--- src/rtl/nmi_line_pkg.sv ---
package nmi_line_pkg;

  typedef enum logic [1:0] {
    TRIG_LVL_LO = 2'd0,
    TRIG_FALL   = 2'd1,
    TRIG_LVL_HI = 2'd2,
    TRIG_RISE   = 2'd3
  } trig_e;

  localparam logic [7:0] CTRL_OFFSET = 8'h00;

  // byte offset of the pending register for a given layout
  function automatic logic [7:0] pend_offset(input int unsigned layout);
    case (layout)
      2:       return 8'h08;
      default: return 8'h04;
    endcase
  endfunction

  // byte offset of the enable register for a given layout
  function automatic logic [7:0] en_offset(input int unsigned layout);
    case (layout)
      1:       return 8'h34;
      2:       return 8'h04;
      default: return 8'h08;
    endcase
  endfunction

  // one-cycle trigger event from the current and previous synchronized pin
  function automatic logic trig_event(input trig_e mode, input logic cur, input logic prev);
    case (mode)
      TRIG_LVL_LO: return ~cur;
      TRIG_FALL:   return prev & ~cur;
      TRIG_LVL_HI: return cur;
      default:     return cur & ~prev;
    endcase
  endfunction

endpackage

--- src/rtl/nmi_line_sync.sv ---
module nmi_line_sync #(
  parameter int   STAGES    = 2,
  parameter logic RESET_VAL = 1'b1
) (
  input  logic clk,
  input  logic rst_n,
  input  logic d_async,
  output logic d_sync
);
  logic [STAGES-1:0] chain_q;

  always_ff @(posedge clk or negedge rst_n) begin
    if (!rst_n) chain_q <= {STAGES{RESET_VAL}};
    else        chain_q <= {chain_q[STAGES-2:0], d_async};
  end

  assign d_sync = chain_q[STAGES-1];
endmodule

--- src/rtl/nmi_line_detect.sv ---
module nmi_line_detect
  import nmi_line_pkg::*;
#(
  parameter logic RESET_VAL = 1'b1
) (
  input  logic  clk,
  input  logic  rst_n,
  input  logic  pin_sync,
  input  trig_e mode,
  output logic  evt
);
  logic pin_prev_q;

  always_ff @(posedge clk or negedge rst_n) begin
    if (!rst_n) pin_prev_q <= RESET_VAL;
    else        pin_prev_q <= pin_sync;
  end

  assign evt = trig_event(mode, pin_sync, pin_prev_q);

  // a rising-mode event requires a low sample one cycle earlier
  a_r3_rise_needs_low: assert property (@(posedge clk) disable iff (!rst_n)
    (mode == TRIG_RISE && evt) |-> (pin_sync && !$past(pin_sync)));
  // a falling-mode event requires a high sample one cycle earlier
  a_r3_fall_needs_high: assert property (@(posedge clk) disable iff (!rst_n)
    (mode == TRIG_FALL && evt) |-> (!pin_sync && $past(pin_sync)));
endmodule

--- src/rtl/nmi_line_regs.sv ---
module nmi_line_regs
  import nmi_line_pkg::*;
#(
  parameter int unsigned LAYOUT = 0,
  parameter int          ADDR_W = 8,
  parameter int          DATA_W = 32
) (
  input  logic              clk,
  input  logic              rst_n,
  input  logic              we,
  input  logic [ADDR_W-1:0] addr,
  input  logic [DATA_W-1:0] wdata,
  input  logic              evt,
  output logic [DATA_W-1:0] rdata,
  output trig_e             mode,
  output logic              pend,
  output logic              en
);
  localparam logic [ADDR_W-1:0] A_CTRL = ADDR_W'(CTRL_OFFSET);
  localparam logic [ADDR_W-1:0] A_PEND = ADDR_W'(pend_offset(LAYOUT));
  localparam logic [ADDR_W-1:0] A_EN   = ADDR_W'(en_offset(LAYOUT));

  logic [DATA_W-1:0] ctrl_q;
  logic              pend_q;
  logic              en_q;
  logic              hit_ctrl, hit_pend, hit_en, hit_any;
  logic              clr_hit;

  assign hit_ctrl = (addr == A_CTRL);
  assign hit_pend = (addr == A_PEND);
  assign hit_en   = (addr == A_EN);
  assign hit_any  = hit_ctrl | hit_pend | hit_en;
  assign clr_hit  = we & hit_pend & wdata[0];

  always_ff @(posedge clk or negedge rst_n) begin
    if (!rst_n) begin
      ctrl_q <= '0;
      en_q   <= 1'b0;
      pend_q <= 1'b0;
    end else begin
      if (we && hit_ctrl) ctrl_q <= wdata;
      if (we && hit_en)   en_q   <= wdata[0];
      pend_q <= evt | (pend_q & ~clr_hit);
    end
  end

  always_comb begin
    rdata = '0;
    if (hit_ctrl)      rdata = ctrl_q;
    else if (hit_pend) rdata[0] = pend_q;
    else if (hit_en)   rdata[0] = en_q;
  end

  assign mode = trig_e'(ctrl_q[1:0]);
  assign pend = pend_q;
  assign en   = en_q;

  // an event always leaves pending set, even against a clear
  a_r7_event_wins: assert property (@(posedge clk) disable iff (!rst_n)
    evt |=> pend);
  // a clear with no new event drops pending
  a_r4_clear_drops: assert property (@(posedge clk) disable iff (!rst_n)
    (pend && clr_hit && !evt) |=> !pend);
  // without a clear, pending holds
  a_r4_pend_holds: assert property (@(posedge clk) disable iff (!rst_n)
    (pend && !clr_hit) |=> pend);
  // unmapped writes change no register
  a_r9_unmapped_write: assert property (@(posedge clk) disable iff (!rst_n)
    (we && !hit_any) |=> ($stable(ctrl_q) && $stable(en_q)));
endmodule

--- src/rtl/nmi_line_ctrl.sv ---
module nmi_line_ctrl
  import nmi_line_pkg::*;
#(
  parameter int unsigned LAYOUT      = 0,
  parameter int          ADDR_W      = 8,
  parameter int          DATA_W      = 32,
  parameter int          SYNC_STAGES = 2
) (
  input  logic              clk,
  input  logic              rst_n,
  input  logic              nmi_pin,
  input  logic              bus_we,
  input  logic [ADDR_W-1:0] bus_addr,
  input  logic [DATA_W-1:0] bus_wdata,
  output logic [DATA_W-1:0] bus_rdata,
  output logic              irq_out
);
  // the pin idles high so that the reset trigger (active-low level) stays quiet
  localparam logic PIN_IDLE = 1'b1;

  logic  pin_sync;
  logic  evt;
  trig_e mode;
  logic  pend, en;
  logic  irq_q;

  nmi_line_sync #(.STAGES(SYNC_STAGES), .RESET_VAL(PIN_IDLE)) u_sync (
    .clk(clk), .rst_n(rst_n), .d_async(nmi_pin), .d_sync(pin_sync)
  );

  nmi_line_detect #(.RESET_VAL(PIN_IDLE)) u_detect (
    .clk(clk), .rst_n(rst_n), .pin_sync(pin_sync), .mode(mode), .evt(evt)
  );

  nmi_line_regs #(.LAYOUT(LAYOUT), .ADDR_W(ADDR_W), .DATA_W(DATA_W)) u_regs (
    .clk(clk), .rst_n(rst_n), .we(bus_we), .addr(bus_addr), .wdata(bus_wdata),
    .evt(evt), .rdata(bus_rdata), .mode(mode), .pend(pend), .en(en)
  );

  always_ff @(posedge clk or negedge rst_n) begin
    if (!rst_n) irq_q <= 1'b0;
    else        irq_q <= pend & en;
  end

  assign irq_out = irq_q;

  // the request follows gated pending by one cycle
  a_r6_irq_tracks: assert property (@(posedge clk) disable iff (!rst_n)
    irq_out == $past(pend && en));
  // a masked line never raises the request
  a_r6_masked_quiet: assert property (@(posedge clk) disable iff (!rst_n)
    !$past(en) |-> !irq_out);
endmodule

--- config.mk ---
export PLATFORM = sky130hd
export DESIGN_NAME = nmi_line_ctrl
export DESIGN_NICKNAME = d
export VERILOG_FILES = /design/src/rtl/nmi_line_pkg.sv /design/src/rtl/nmi_line_sync.sv /design/src/rtl/nmi_line_detect.sv /design/src/rtl/nmi_line_regs.sv /design/src/rtl/nmi_line_ctrl.sv
export SDC_FILE = /design/constraint.sdc
export NUM_CORES = 1
export LEC_CHECK = 0
export BUFFER_PORTS_ARGS = -buffer_cell sky130_fd_sc_hd__clkbuf_2
export CAP_MARGIN = 20
export CORE_ASPECT_RATIO = 1.5
export CORE_UTILIZATION = 51
export DETAILED_ROUTE_END_ITERATION = 8
export GPL_TIMING_DRIVEN = 0
export PLACE_DENSITY = 0.84
export SYNTH_ARGS = -nofsm -noshare
export SYNTH_HDL_FRONTEND = slang
export SYNTH_SLANG_ARGS = --single-unit
--- constraint.sdc ---
create_clock -name clk -period 2 [get_ports clk]
set_input_delay 0.1 -clock clk [delete_from_list [all_inputs] [get_ports clk]]
set_output_delay 0.1 -clock clk [all_outputs]
set_load 0.02 [all_outputs]
==> results by group <==
Worst setup path
  • Maximum net fanout on the critical path: 10
  • R2r worst-path depth: 2
  • Signal arrival time at the worst endpoint: ~1.6 ns
  • Nature of the critical path startpoint: input pin
  • Sort of element at the end of the critical path: output pin
  • Required time at the worst-slack endpoint: about 1.9 ns
  • Critical Setup Path Class: in2out

Detailed routing
  • Violation count after the first detailed-routing iteration: 14
  • Sum of met3 wire segment lengths after detailed routing: between 150 and 200 um
  • DRT met1 WL: 1373 um
  • Met2 WL: 1792 um
  • Top routing layer in use: met4
  • Average detailed-routed wire length per instance: 13.42 um
  • Drc violations: 0
  • 1st-pass router iterations: 3
  • Final antenna-violating net count: 0
  • Detailed-route wire length: between 3000 and 4000 um
  • Via count: 1250
  • Vias/cell: 4.883

STA
  • Worst Skew: roughly 0.003 ns
  • Remaining max-slew budget at the tightest pin: 40.28%
  • Final sum of negative setup slack: 0 ns
  • Fmax achieved: a little under 0.6 GHz
  • Slew Limit Fails: 0
  • Setup WS post-layout: 0.3097 ns
  • Final-report hold violation count: 0
  • Crit share post-route: 84.51%
  • Worst-margin pin slew: 0.8958 ns
  • Setup repair after global routing missed its margin: no
  • Crit path time final: between 1.5 and 2 ns
  • # setup viols final: 0

Logic synthesis
  • Number of nets produced by synthesis: around 170
  • Cell taking the most area after synthesis: sky130_fd_sc_hd__dfrtp_1
  • Post-synth top area share: between 40% and 50%
  • Largest cells by area after synthesis: sky130_fd_sc_hd__dfrtp_1 48%, sky130_fd_sc_hd__mux2_4 25%, sky130_fd_sc_hd__and2_1 11%
  • Warnings, synthesis: 0
  • Ys flop type: sky130_fd_sc_hd__dfrtp_1
  • Proportion of synthesized chip area in sequential cells: between 50% and 60%
  • Number of synthesized flops with an enable pin: 0
  • Most frequently used cell type in the post-synthesis netlist: sky130_fd_sc_hd__dfrtp_1
  • Yosys reg bits: 38
  • Gate count of the mapped netlist: 128
  • Synthesized area divided by synthesized cell count: 14.31 sq um
  • Most frequent cells after synthesis: 35 x sky130_fd_sc_hd__dfrtp_1, 32 x sky130_fd_sc_hd__and2_1, 30 x sky130_fd_sc_hd__mux2_4
  • Post-synth design cell area: roughly 1800 sq um
  • Number of distinct library cells after synthesis: 21
  • Async set-or-reset flop fraction in the synthesized netlist: 100.0%

Final layout
  • Filler cell count: 273
  • Number of antenna diodes: 0
  • Area taken by multi-input logic gates: roughly 830 sq um
  • Area added between synthesis and finish: 29.71%
  • Sequential cell area: 954.7 sq um
  • Share of post-route cells with drive strength above 1: 58.41%
  • Nets@finish: 257
  • Final cell count without fillers: 256

Pwr
  • PD cells: 621.9 nW/um^2
  • Maximum resistive drop on vdd: 0.4395 mV
  • Overall power consumption: 1.478 mW
  • Total leakage power: around 1.4 nW

Clock network
  • CTS Buf Count: 5
  • CTS HTree Levels: 2
  • CTS root buf: sky130_fd_sc_hd__clkbuf_8
  • Maximum buffer depth of the clock tree: 2
  • Clk sink count: 38
  • Insertion delay of the later-clocked pin in the worst-skew pair: 0.28 ns
  • CTS tree: yes
  • # Post-CTS Setup Buffers: 0
  • Clock-pin slew of the registers on the worst-case setup and hold paths: 0.07 ns
  • Count of cells resized by post-cts repair: 0

Floorplan
  • Row cnt: 26
  • Standard cell core area: around 3400 sq um
  • Die ar.: 3841 sq um
  • Top Ports: 77
  • Initial Utilization: a little over half
  • Height of the die: 75.40 um
  • Die width: 50.94 um

Outcome
  • Outcome: complete, no violations

Job
  • Max Cap Viol: 0

Place
  • Pre-CTS setup slack: 0.2834 ns
  • Count of buffers inserted at the top-level ports: 76
  • GPL Wtd Cong: approximately 0.73
  • HPWL after detailed placement: 2516 um
  • Placed cell count: roughly 250

Global routing
  • Total congestion overflow after global routing: 0
  • Largest net degree at the start of global routing: 39
  • Initial antenna violation count: 0
  • Global-route wire length before repair: 5547 um
  • Number of global-route vias before repair: between 1000 and 1500
  • Global Route Usage Sum: approximately a fifth

Min path
  • Worst min-delay path category: in2reg
  • Hold-critical path depth: 2
sequential cells by signal, indices dropped and copies added (netlist names):
name                 count
u_detect.pin_prev_q      1
u_sync.chain_q           2
u_regs.pend              1
irq_out                  1
u_regs.en                1
u_regs.ctrl_q           32
cells by family (layout without fill, tap and decap cells):
group	count (synthesis)	count (layout)	synth area share, %
flip-flops	38	38	52.12
multiplexers	33	33	26.43
AND/OR/NAND/NOR	47	47	17.35
AO/OA/AOI/OAI	4	4	1.639
buffers and inverters	6	92	2.459
power by group:
part	internal (mW)	switching, mW
clock network	0.278	0.244
registers	0.807	0.0187
logic	0.0803	0.0501
total	1.16	0.313
final timing paths:
path                       slack (ns)           endpoint                 from
max                              0.31      bus_rdata[25]          bus_addr[7]
min                              0.04  u_regs.ctrl_q[31]        bus_wdata[31]
max reg2reg                      1.03        u_regs.pend  u_detect.pin_prev_q
min reg2reg                      0.36  u_sync.chain_q[1]    u_sync.chain_q[0]
max in group asynchronous        0.97  u_regs.ctrl_q[12]                rst_n
min in group asynchronous        0.48   u_regs.ctrl_q[5]                rst_n
per-stage QoR:
step                hold slack, ns  util, %  area (sq um)
floorplan                  -0.1956        -          1832
global placement            0.1884    66.30          2265
detailed placement          0.1916    66.30          2265
CTS                        0.03322    69.56          2376
global route               0.03396    69.56          2376
finish                     0.04332    69.56          2376
cell type report:
cell class | count | area share, %
sequential | 38 | 40.18
multi-input combinational | 84 | 35.02
timing repair buffer | 78 | 16.85
clock buffer | 7 | 3.633
tap | 42 | 2.212
buffer | 6 | 1.896
clock inverter | 1 | 0.2106
cell usage in the layout (no fill, tap or decap), types with 2 or more instances in the layout:
cell type,count
sky130_fd_sc_hd__clkbuf_8,6
sky130_fd_sc_hd__clkbuf_1,4
sky130_fd_sc_hd__nor2_1,2
sky130_fd_sc_hd__mux2_4,30
sky130_fd_sc_hd__and2_1,32
sky130_fd_sc_hd__mux2_2,3
sky130_fd_sc_hd__a21oi_1,2
sky130_fd_sc_hd__nand4_1,2
sky130_fd_sc_hd__buf_6,3
sky130_fd_sc_hd__dlygate4sd3_1,2
sky130_fd_sc_hd__dfstp_2,3
sky130_fd_sc_hd__dfrtp_1,35
sky130_fd_sc_hd__nor2b_1,3
sky130_fd_sc_hd__clkbuf_2,76
worst max-delay path: stages:
cell	delay, ns
sky130_fd_sc_hd__clkbuf_2	0.10
sky130_fd_sc_hd__nor4_4	0.43
sky130_fd_sc_hd__and3_1	0.29
sky130_fd_sc_hd__clkbuf_1	0.32
sky130_fd_sc_hd__and2_1	0.19
sky130_fd_sc_hd__clkbuf_2	0.16
metal layers:
metal / global-route usage (%) / vias to the layer above
met2: 33.19 / 51
met5: 0 / -
met1: 23.61 / 588
li1: - / 601
met3: 5.988 / 10
met4: 10.49 / 0
timing repair:
action                     in CTS  in global routing
hold endpoints to repair       36                  0
hold buffers                    2                  0
setup endpoints to repair       0                  0
No activity file was read; power rests on OpenSTA's default activity.
